File: config.mk
export PLATFORM = sky130hd
export DESIGN_NAME = nptr_unit
export DESIGN_NICKNAME = d
export VERILOG_FILES = /design/src/rtl/nptr_pkg.sv /design/src/rtl/nptr_decode.sv /design/src/rtl/nptr_ptrfile.sv /design/src/rtl/nptr_ctrl.sv /design/src/rtl/nptr_unit.sv
export SDC_FILE = /design/constraint.sdc
export NUM_CORES = 1
export LEC_CHECK = 0
export BUFFER_PORTS_ARGS = -buffer_cell sky130_fd_sc_hd__buf_2
export CORE_MARGIN = 2
export CORE_UTILIZATION = 40
export DETAILED_ROUTE_END_ITERATION = 16
export GPL_ROUTABILITY_DRIVEN = 0
export HOLD_SLACK_MARGIN = 0.15
export PLACE_DENSITY_LB_ADDON = 0.15
export SETUP_SLACK_MARGIN = 0.1
export SKIP_LAST_GASP = 1
export SLEW_MARGIN = 15
export SYNTH_ARGS = -nofsm -noshare
export SYNTH_HDL_FRONTEND = slang
export SYNTH_SLANG_ARGS = --single-unit
File: constraint.sdc
create_clock -name clk -period 2.2 [get_ports clk]
set_input_delay 0 -clock clk [delete_from_list [all_inputs] [get_ports clk]]
set_output_delay 0 -clock clk [all_outputs]
set_load 0.02 [all_outputs]
File: src/rtl/nptr_pkg.sv
package nptr_pkg;

  localparam int OP_W = 8;

  localparam logic [OP_W-1:0] OP_XDIR = 8'hC2;
  localparam logic [OP_W-1:0] OP_LDHL = 8'hC4;
  localparam logic [OP_W-1:0] OP_LDXY = 8'hC5;

  typedef enum logic [2:0] {
    K_NONE,
    K_LDZ,
    K_LDPAIR,
    K_LOAD,
    K_XCH,
    K_XDIR
  } kind_e;

  typedef struct packed {
    kind_e      kind;
    logic       pair;   // 0 = HL, 1 = XY
    logic       step;   // low nibble steps after access
    logic       down;   // step direction
    logic [1:0] cyc;    // nominal machine cycles
  } dec_t;

  function automatic dec_t nptr_decode_op(input logic [OP_W-1:0] op);
    dec_t d;
    d.kind = K_NONE;
    d.pair = op[1];
    d.step = 1'b0;
    d.down = op[4];
    d.cyc  = 2'd0;
    if (op[7:4] == 4'b0110) begin
      d.kind = K_LDZ;
      d.pair = 1'b0;
      d.cyc  = 2'd1;
    end else if (op[7:5] == 3'b010 && op[3]) begin
      if (!op[2]) begin
        if (op[0]) begin
          d.kind = K_LOAD;
          d.step = 1'b1;
          d.cyc  = 2'd2;
        end
      end else if (op[0]) begin
        d.kind = K_XCH;
        d.step = 1'b1;
        d.cyc  = 2'd2;
      end else if (!op[4]) begin
        d.kind = K_XCH;
        d.cyc  = 2'd1;
      end
    end else if (op == OP_XDIR) begin
      d.kind = K_XDIR;
      d.cyc  = 2'd2;
    end else if (op == OP_LDHL || op == OP_LDXY) begin
      d.kind = K_LDPAIR;
      d.pair = op[0];
      d.cyc  = 2'd2;
    end
    return d;
  endfunction

  function automatic logic is_mem_kind(input kind_e k);
    return (k == K_LOAD) || (k == K_XCH) || (k == K_XDIR);
  endfunction

endpackage

File: src/rtl/nptr_decode.sv
module nptr_decode
  import nptr_pkg::*;
(
  input  logic [OP_W-1:0] op,
  output dec_t            dec,
  output logic            is_mem
);

  always_comb begin
    dec    = nptr_decode_op(op);
    is_mem = is_mem_kind(dec.kind);
  end

endmodule

File: src/rtl/nptr_ptrfile.sv
module nptr_ptrfile #(
  parameter int PTR_W  = 4,
  parameter int DATA_W = 4
) (
  input  logic                clk,
  input  logic                rst_n,
  input  logic                imm_we,
  input  logic                imm_pair,
  input  logic [PTR_W-1:0]    imm_hi,
  input  logic [PTR_W-1:0]    imm_lo,
  input  logic                ac_we,
  input  logic [DATA_W-1:0]   ac_d,
  input  logic                step_fire,
  input  logic                step_pair,
  input  logic                step_down,
  output logic [2*PTR_W-1:0]  hl,
  output logic [2*PTR_W-1:0]  xy,
  output logic [DATA_W-1:0]   acc,
  output logic                zflag
);

  logic [PTR_W-1:0] hl_hi, hl_lo, xy_hi, xy_lo;
  logic [PTR_W-1:0] step_src, step_res;

  function automatic logic [PTR_W-1:0] step_nib(input logic [PTR_W-1:0] v,
                                                input logic down);
    return down ? (v - 1'b1) : (v + 1'b1);
  endfunction

  always_comb begin
    step_src = step_pair ? xy_lo : hl_lo;
    step_res = step_nib(step_src, step_down);
  end

  always_ff @(posedge clk or negedge rst_n) begin
    if (!rst_n) begin
      hl_hi <= '0;
      hl_lo <= '0;
      xy_hi <= '0;
      xy_lo <= '0;
      zflag <= 1'b0;
    end else if (imm_we) begin
      if (imm_pair) begin
        xy_hi <= imm_hi;
        xy_lo <= imm_lo;
      end else begin
        hl_hi <= imm_hi;
        hl_lo <= imm_lo;
      end
    end else if (step_fire) begin
      if (step_pair) xy_lo <= step_res;
      else           hl_lo <= step_res;
      zflag <= (step_res == '0);
    end
  end

  always_ff @(posedge clk or negedge rst_n) begin
    if (!rst_n)     acc <= '0;
    else if (ac_we) acc <= ac_d;
  end

  assign hl = {hl_hi, hl_lo};
  assign xy = {xy_hi, xy_lo};

endmodule

File: src/rtl/nptr_ctrl.sv
module nptr_ctrl
  import nptr_pkg::*;
#(
  parameter int PTR_W  = 4,
  parameter int DATA_W = 4
) (
  input  logic                clk,
  input  logic                rst_n,
  input  logic                instr_valid,
  input  logic [OP_W-1:0]     instr_op,
  input  logic [2*PTR_W-1:0]  instr_imm,
  input  dec_t                dec,
  input  logic                dec_mem,
  input  logic [2*PTR_W-1:0]  hl,
  input  logic [2*PTR_W-1:0]  xy,
  input  logic [DATA_W-1:0]   acc,
  input  logic [DATA_W-1:0]   ram_rdata,
  output logic                instr_ready,
  output logic                done,
  output logic [1:0]          done_cycles,
  output logic                ram_re,
  output logic                ram_we,
  output logic [2*PTR_W-1:0]  ram_addr,
  output logic [DATA_W-1:0]   ram_wdata,
  output logic                imm_we,
  output logic                imm_pair,
  output logic [PTR_W-1:0]    imm_hi,
  output logic [PTR_W-1:0]    imm_lo,
  output logic                ac_we,
  output logic [DATA_W-1:0]   ac_d,
  output logic                step_fire,
  output logic                step_pair,
  output logic                step_down,
  output logic                xch_hold_fire,
  output logic                none_fire,
  output logic                ldz_fire
);

  localparam int ADDR_W = 2 * PTR_W;

  typedef enum logic {S_IDLE, S_EXEC} st_e;

  st_e               st;
  dec_t              ex_dec;
  logic [ADDR_W-1:0] ex_addr;
  logic [ADDR_W-1:0] addr_now;
  logic              accept;
  logic              in_exec;

  assign instr_ready = (st == S_IDLE);
  assign accept      = instr_valid && instr_ready;
  assign in_exec     = (st == S_EXEC);

  always_comb begin
    if (dec.kind == K_XDIR) addr_now = instr_imm;
    else if (dec.pair)      addr_now = xy;
    else                    addr_now = hl;
  end

  // RAM port: read at acceptance, write-back in the execute cycle
  assign ram_re    = accept && dec_mem;
  assign ram_we    = in_exec && (ex_dec.kind != K_LOAD);
  assign ram_addr  = in_exec ? ex_addr : addr_now;
  assign ram_wdata = acc;

  // immediate pointer loads
  assign ldz_fire  = accept && (dec.kind == K_LDZ);
  assign imm_we    = accept && ((dec.kind == K_LDZ) || (dec.kind == K_LDPAIR));
  assign imm_pair  = (dec.kind == K_LDPAIR) ? dec.pair : 1'b0;
  assign imm_hi    = (dec.kind == K_LDZ) ? '0 : instr_imm[ADDR_W-1:PTR_W];
  assign imm_lo    = (dec.kind == K_LDZ) ? PTR_W'(instr_op[3:0])
                                         : instr_imm[PTR_W-1:0];
  assign none_fire = accept && (dec.kind == K_NONE);

  // execute cycle effects
  assign ac_we         = in_exec;
  assign ac_d          = ram_rdata;
  assign step_fire     = in_exec && ex_dec.step;
  assign step_pair     = ex_dec.pair;
  assign step_down     = ex_dec.down;
  assign xch_hold_fire = in_exec && !ex_dec.step;

  always_ff @(posedge clk or negedge rst_n) begin
    if (!rst_n) begin
      st          <= S_IDLE;
      ex_dec      <= '0;
      ex_addr     <= '0;
      done        <= 1'b0;
      done_cycles <= 2'd0;
    end else begin
      done <= 1'b0;
      unique case (st)
        S_IDLE: begin
          if (accept && dec_mem) begin
            st      <= S_EXEC;
            ex_dec  <= dec;
            ex_addr <= addr_now;
          end else if (imm_we) begin
            done        <= 1'b1;
            done_cycles <= dec.cyc;
          end
        end
        S_EXEC: begin
          st          <= S_IDLE;
          done        <= 1'b1;
          done_cycles <= ex_dec.cyc;
        end
        default: st <= S_IDLE;
      endcase
    end
  end

endmodule

File: src/rtl/nptr_unit.sv
module nptr_unit
  import nptr_pkg::*;
#(
  parameter int PTR_W  = 4,
  parameter int DATA_W = 4
) (
  input  logic                clk,
  input  logic                rst_n,
  input  logic                instr_valid,
  input  logic [7:0]          instr_op,
  input  logic [2*PTR_W-1:0]  instr_imm,
  output logic                instr_ready,
  output logic                done,
  output logic [1:0]          done_cycles,
  output logic                ram_re,
  output logic                ram_we,
  output logic [2*PTR_W-1:0]  ram_addr,
  output logic [DATA_W-1:0]   ram_wdata,
  input  logic [DATA_W-1:0]   ram_rdata,
  output logic [DATA_W-1:0]   acc,
  output logic                zflag,
  output logic [2*PTR_W-1:0]  hl_ptr,
  output logic [2*PTR_W-1:0]  xy_ptr
);

  dec_t             dec;
  logic             dec_mem;
  logic             imm_we, imm_pair;
  logic [PTR_W-1:0] imm_hi, imm_lo;
  logic             ac_we;
  logic [DATA_W-1:0] ac_d;
  // named events, observed by the checker
  logic             step_fire, step_pair, step_down;
  logic             xch_hold_fire, none_fire, ldz_fire;

  nptr_decode u_dec (
    .op     (instr_op),
    .dec    (dec),
    .is_mem (dec_mem)
  );

  nptr_ctrl #(.PTR_W(PTR_W), .DATA_W(DATA_W)) u_ctrl (
    .clk           (clk),
    .rst_n         (rst_n),
    .instr_valid   (instr_valid),
    .instr_op      (instr_op),
    .instr_imm     (instr_imm),
    .dec           (dec),
    .dec_mem       (dec_mem),
    .hl            (hl_ptr),
    .xy            (xy_ptr),
    .acc           (acc),
    .ram_rdata     (ram_rdata),
    .instr_ready   (instr_ready),
    .done          (done),
    .done_cycles   (done_cycles),
    .ram_re        (ram_re),
    .ram_we        (ram_we),
    .ram_addr      (ram_addr),
    .ram_wdata     (ram_wdata),
    .imm_we        (imm_we),
    .imm_pair      (imm_pair),
    .imm_hi        (imm_hi),
    .imm_lo        (imm_lo),
    .ac_we         (ac_we),
    .ac_d          (ac_d),
    .step_fire     (step_fire),
    .step_pair     (step_pair),
    .step_down     (step_down),
    .xch_hold_fire (xch_hold_fire),
    .none_fire     (none_fire),
    .ldz_fire      (ldz_fire)
  );

  nptr_ptrfile #(.PTR_W(PTR_W), .DATA_W(DATA_W)) u_regs (
    .clk       (clk),
    .rst_n     (rst_n),
    .imm_we    (imm_we),
    .imm_pair  (imm_pair),
    .imm_hi    (imm_hi),
    .imm_lo    (imm_lo),
    .ac_we     (ac_we),
    .ac_d      (ac_d),
    .step_fire (step_fire),
    .step_pair (step_pair),
    .step_down (step_down),
    .hl        (hl_ptr),
    .xy        (xy_ptr),
    .acc       (acc),
    .zflag     (zflag)
  );

endmodule

### Yosys cells after proc, flatten, opt, wreduce, memory -nomap -nowiden

Index checks and enable logic that the tools add are counted.

| storage, ports and cells | value |
|---|---|
| register bits after elaboration | 41 |
| bits of input ports | 23 |
| word-level logic and storage cells | 101 |

| operators by class | value |
|---|---|
| reductions and logical operators | 20 |
| multiplexer cells | 45 |
| bitwise operators | 3 |
| equal/unequal tests | 16 |
| add/sub/neg operators | 2 |

Operators with widths:

| kind | number |
|---|---|
| 4-bit two-way mux | 13 |
| 8-bit equality test (second input constant) | 3 |
| 8-bit two-way mux | 3 |
| 2-bit two-way mux | 10 |
| 3-bit two-way mux | 6 |
| 1-bit two-way mux | 10 |
| 2-bit AND reduction | 5 |
| 3-bit by 2-bit equality test with 1-bit output (second input constant) | 3 |
| 2-bit inequality test (second input constant) | 4 |
| 3-bit equality test (second input constant) | 2 |
| 1-bit logical AND | 6 |
| 3-bit AND reduction | 2 |
| 4-bit by 1-bit adder with 4-bit output (second input constant) | 1 |
| 4-bit by 3-bit equality test with 1-bit output (second input constant) | 1 |
| 4-bit logical NOT | 1 |
| 1-bit logical OR | 4 |
| 1-bit case mux with 2 select lines | 2 |
| 2-bit case mux with 2 select lines | 1 |
| 2-bit nonzero test | 2 |
| 4-bit by 1-bit subtractor with 4-bit output (second input constant) | 1 |
| 3-bit by 1-bit equality test with 1-bit output (second input constant) | 1 |
| 3-bit by 2-bit inequality test with 1-bit output (second input constant) | 1 |
| 1-bit inverter | 3 |
| 2-bit by 1-bit inequality test with 1-bit output (second input constant) | 1 |

### Longest topological paths before layout

| depth | value |
|---|---|
| depth in word-level cells | 12 |
| depth in mapped cells | 9 |

### Cells and area by module

Synthesis repeated with hierarchy kept, for this count alone.

| second synthesis, totals | value |
|---|---|
| cell total of the unflattened synthesis | 225 |
| area total of the unflattened synthesis | 2448.6 um2 |

Modules (own cells, without submodules):

| module | area an instance (um2) | sequential area each (um2) | cells an instance | times used |
|---|---|---|---|---|
| nptr_ctrl | 1221.2 | 500.5 | 123 | 1 |
| nptr_ptrfile | 1037.2 | 525.5 | 76 | 1 |
| nptr_decode | 190.2 | 0.0 | 26 | 1 |

### Worst setup path before layout

No wires, ideal clock.

| timing | value |
|---|---|
| path type | reg2reg |
| start | reg u_ctrl.ex_dec (netlist bit u_ctrl.step_pair) |
| end | reg u_regs.hl_lo[3] |
| stages on the path, launching flop included | 9 |
| setup time | 0.125 ns |
| required time | 2.075 ns |
| setup slack | 0.232 ns |
| arrival | 1.843 ns |
| cells stage by stage | dfrtp_1 -> buf_2 -> mux2_2 -> ha_1 -> a21oi_1 -> o21ai_1 -> xnor2_1 -> mux2i_1 -> mux2_2 |

| between the ends | value |
|---|---|
| word-level cells in the longest chain between the ends | 6 |
| elaborated cells on any way between the ends | 9 |
| classes of those cells | add/sub: 2; eq/ne: 1; mux: 5; reduce/logical: 1 |

Ends and longest elaborated chain:

| item | RTL line | source |
|---|---|---|
| from (decl) | nptr_ctrl.sv:44 | `dec_t ex_dec;` |
| from (signal assigned) | nptr_ctrl.sv:86 | `ex_dec <= '0;` |
| from (signal assigned) | nptr_ctrl.sv:96 | `ex_dec <= dec;` |
| 4-bit two-way mux | nptr_ptrfile.sv:31 | `step_src = step_pair ? xy_lo : hl_lo;` |
| 4-bit by 1-bit adder with 4-bit output or 4-bit by 1-bit subtractor with 4-bit output (tied branches) | nptr_ptrfile.sv:27 | `return down ? (v - 1'b1) : (v + 1'b1);` |
| 4-bit two-way mux | nptr_ptrfile.sv:27 |  |
| 4-bit two-way mux | nptr_ptrfile.sv:51 | `if (step_pair) xy_lo <= step_res;` |
| 4-bit two-way mux | nptr_ptrfile.sv:50 | `end else if (step_fire) begin` |
| 4-bit two-way mux | nptr_ptrfile.sv:42 | `end else if (imm_we) begin` |
| to (signal assigned) | nptr_ptrfile.sv:48 | `hl_lo <= imm_lo;` |
| to (signal assigned) | nptr_ptrfile.sv:52 | `else hl_lo <= step_res;` |
| to (decl) | nptr_ptrfile.sv:22 | `logic [PTR_W-1:0] hl_hi, hl_lo, xy_hi, xy_lo;` |

Several ways; a longest one is shown, not always the timed one. The select of a mux whose other input is x is not followed.
A chain may end at the register's enable or synchronous reset.

### Worst setup path in the final report

Ends and elaborated chain as after synthesis.

==> results.cfg <==
[yosys]
area_fraction_in_and_or_nand_and_nor_cells_after_synthesis_pct = 17.2
synth_mux_area_share_pct = 11.1
postSynthNetCount = 270
synth_area_um2 = 2540
synth_cells = 243
synth_top_family_by_area = compound AO/OA/AOI/OAI gates
yosys.cell_types.count = 50
synth_area_per_cell_um2 = 10.5
yosys_register_bits = 41
number_of_synthesized_flops_with_an_enable_pin = 0
synth_sequential_area_ratio_pct = 40.4
synth_xor_xnor_area_share_pct = 1.03
postSynth.asyncResetShare_pct = 100
postSynth.topFlopCell = sky130_fd_sc_hd__dfrtp_1
complex_gate_fraction_of_the_synthesized_area_pct = 22.3
yosys_warnings = 0
synth-adder-area-share_pct = 2.27

[routing]
postRouteAntennaNets = 0
route.vias.total = 2028
drtPass1Iterations = 4
initialDrtViolationCount = 74
drcViolationCount = 0
drt-wirelength-per-cell_um = 15.8
finalWirelength_mm = 6.26
vias_per_cell = 5.13

[cts]
clk_latency_ns = 0.29
numCtsBuffers = 5
clock_sinks = 41
cts.reportedPaths.clkPinSlew_ns = 0.08
largest_buffer_count_on_any_clock_path = 2
cts_tree = done
clock-root-buffer = sky130_fd_sc_hd__clkbuf_8
htree_levels = 2

[critical_path]
setup.worst_path.class = reg -> reg
critical_path_buf_inv_count = 1
critical_path_required_ns = 2.38
critical_path.top_delay_family = multiplexers
critical_path_max_stage_delay_ns = 0.43
crit_path_start_kind = flip-flop
critical_path_arrival_ns = 2.12
critical_path.cell_chain = mux2i_2, inv_1, ha_1, nand2_1, o21ai_1, xnor2_1, mux2i_1, mux2_2
timing.critical_path.fanout_max = 6
worst_path_max_delay_cell = sky130_fd_sc_hd__dfrtp_2
critical_path.endpoint_type = flip-flop

[run]
max_cap_viol_count = 0

[timing]
final.setup_skew_ns = 0.00699
number_of_slew_limit_violations_in_the_final_report = 0
grt_setup_unrepaired = yes
finalCriticalPeriod_ns = 1.94
clock.fmax_ghz = 0.515
finalSetupTns_ns = 0
tightestPinTransition_ns = 0.944
number_of_setup_violations_in_the_final_report = 0
timing.slew.headroom_pct = 37.0
period_share_pct = 88.3
finalHoldViolations = 0

[floorplanning]
floorplan.io_pins = 62
num_rows = 29
die_width_um = 83.7
die_height_um = 83.7
core_um2 = 6240
die_area_um2 = 7000
initial_cell_density_of_the_core_pct = 40.7

[place]
placed_wire_length_estimate_mm = 4.49
port-buffer-count = 61
dp_cells = 369

[global_route]
initial_antenna_violation_count = 0
gr-usage-all-layers_pct = 18.6
first_global_vias = 2015
grt_overflow = 0
grt_pass1_wl_mm = 10.3
grt_start_max_net_pins = 42

[min_path]
type_of_the_worst_min_delay_path = in -> reg

[power_and_ir_drop]
total_leakage_power_nw = 1.46
max_rail_drop_vdd_v = 0.000572
power-per-cell-area_nw_per_um2 = 903

[outcome]
run_status = completed

[finish]
most-common-layout-cells = sky130_fd_sc_hd__buf_2, sky130_fd_sc_hd__nand2_1, sky130_fd_sc_hd__dfrtp_1
fin_nets = 345
share_of_final_layout_standard_cells_stronger_than_drive_strength_1_pct = 39.3
n_antenna_cell = 0
mostFrequentLayoutCell = sky130_fd_sc_hd__buf_2
finish.cell_count_without_fillers = 395
area_delta_synth_final_pct = 25.1
==> cells by family (layout without fill, tap and decap cells) <==
| group | count (synthesis) | after routing |
|---|---|---|
| fa+ha+maj | 4 | 4 |
| flops | 41 | 41 |
| compound gates | 56 | 56 |
| simple gates | 87 | 87 |
| buf+inv | 26 | 101 |
| xor+xnor | 3 | 3 |
| mux | 26 | 26 |
==> synthesized netlist by cell type (2+ instances only) <==
master / instances / area [um2]
sky130_fd_sc_hd__dfrtp_1: 41 / 1030
sky130_fd_sc_hd__nand2_1: 40 / 150
sky130_fd_sc_hd__o21ai_0: 4 / 20.0
sky130_fd_sc_hd__o21ai_1: 9 / 45.0
sky130_fd_sc_hd__xnor2_1: 2 / 17.5
sky130_fd_sc_hd__mux2_2: 12 / 135
sky130_fd_sc_hd__nand3_1: 13 / 65.1
sky130_fd_sc_hd__o21ai_2: 2 / 17.5
sky130_fd_sc_hd__ha_1: 3 / 37.5
sky130_fd_sc_hd__a21o_1: 2 / 15.0
sky130_fd_sc_hd__inv_2: 2 / 7.51
sky130_fd_sc_hd__and2_1: 3 / 18.8
sky130_fd_sc_hd__inv_1: 6 / 22.5
sky130_fd_sc_hd__buf_4: 4 / 30.0
sky130_fd_sc_hd__buf_2: 7 / 35.0
sky130_fd_sc_hd__mux2_1: 5 / 56.3
sky130_fd_sc_hd__mux2i_1: 9 / 90.1
sky130_fd_sc_hd__o31ai_4: 8 / 170
sky130_fd_sc_hd__clkbuf_1: 4 / 15.0
sky130_fd_sc_hd__and4bb_2: 2 / 25.0
sky130_fd_sc_hd__nor2_1: 18 / 67.6
sky130_fd_sc_hd__o31ai_1: 2 / 15.0
sky130_fd_sc_hd__a21oi_1: 5 / 25.0
sky130_fd_sc_hd__o31ai_2: 14 / 175
==> cell type report <==
type	instances	area, um2
inverters	8	30.0
well taps	77	96.3
flip-flops and latches	41	1030
clock inverters	2	35.0
clock buffers	5	68.8
fillers	600	3060
repair buffers	86	536
multi-input cells	176	1390
==> flip-flops by register name, summed over array words and instances, names as in the netlist <==
signal              cells
u_regs.hl_hi            4
u_regs.xy_hi            4
u_ctrl.step_down        1
u_ctrl.done             1
u_ctrl.step_pair        1
u_ctrl.ac_we            1
u_ctrl.ex_addr          8
u_regs.xy_lo            4
u_regs.hl_lo            4
u_regs.zflag            1
u_ctrl.ex_dec           6
u_ctrl.done_cycles      2
u_regs.acc              4
==> where the power goes <==
group	internal, mW	leakage (nW)	switching, mW
Sequential	0.926	0.503	0.166
Clock	0.330	0.0540	0.260
Combinational	0.535	0.904	0.653
==> final timing paths <==
path | start | to | slack [ns] | cells past startpoint
setup / recovery | u_ctrl.step_pair | u_regs.hl_lo[3] | 0.26 | 8
hold / removal | instr_op[0] | u_ctrl.ex_dec[6] | 0.18 | 3
setup reg to reg | u_ctrl.step_pair | u_regs.hl_lo[3] | 0.26 | 8
hold reg to reg | u_ctrl.ex_dec[1] | u_ctrl.done_cycles[1] | 0.48 | 1
max in group asynchronous | rst_n | u_ctrl.step_pair | 1.17 | 2
min in group asynchronous | rst_n | u_regs.acc[2] | 0.39 | 2
==> metrics by stage <==
| step | setup slack (ns) | utilization [%] | instance area, um2 | power [mW] | hold WS [ns] |
|---|---|---|---|---|---|
| 4_1_cts | 0.160 | 50.4 | 3150 | 2.85 | 0.171 |
| 3_5_place_dp | 0.111 | 46.0 | 2870 | 2.22 | 0.200 |
| 6_report | 0.258 | 50.9 | 3180 | 2.87 | 0.181 |
| 3_3_place_gp | 0.134 | 46.0 | 2870 | 2.20 | 0.202 |
| 2_1_floorplan | 0.232 | - | 2540 | 1.92 | -0.296 |
| 5_1_grt | 0.0821 | 50.9 | 3180 | 3.07 | 0.216 |
==> tightest hold or removal path, delay by kind of cell <==
kind	cells	cell delay, ns
buffers and inverters	1	0.17
AO/OA/AOI/OAI	1	0.08
AND/OR/NAND/NOR	1	0.17
==> repair_timing <==
item                                   CTS  global route
setup endpoints to repair                2             3
gates cloned                             0             0
hold buffers                            17             0
setup buffers                            0             2
endpoints found under the hold margin   64             0
pin swaps                                0             1
resized for setup                        1             2
==> layer usage <==
| layer | track usage [%] | wire [um] | share of wire (%) | vias up |
|---|---|---|---|---|
| met4 | 4.99 | 65 | 1.0 | 0 |
| met5 | 0 | 0 | 0 | - |
| li1 | - | - | - | 1010 |
| met1 | 26.9 | 2970 | 48 | 964 |
| met3 | 3.96 | 311 | 5.0 | 6 |
| met2 | 28.3 | 2910 | 46 | 48 |
Power figures use the tool's default switching activity.
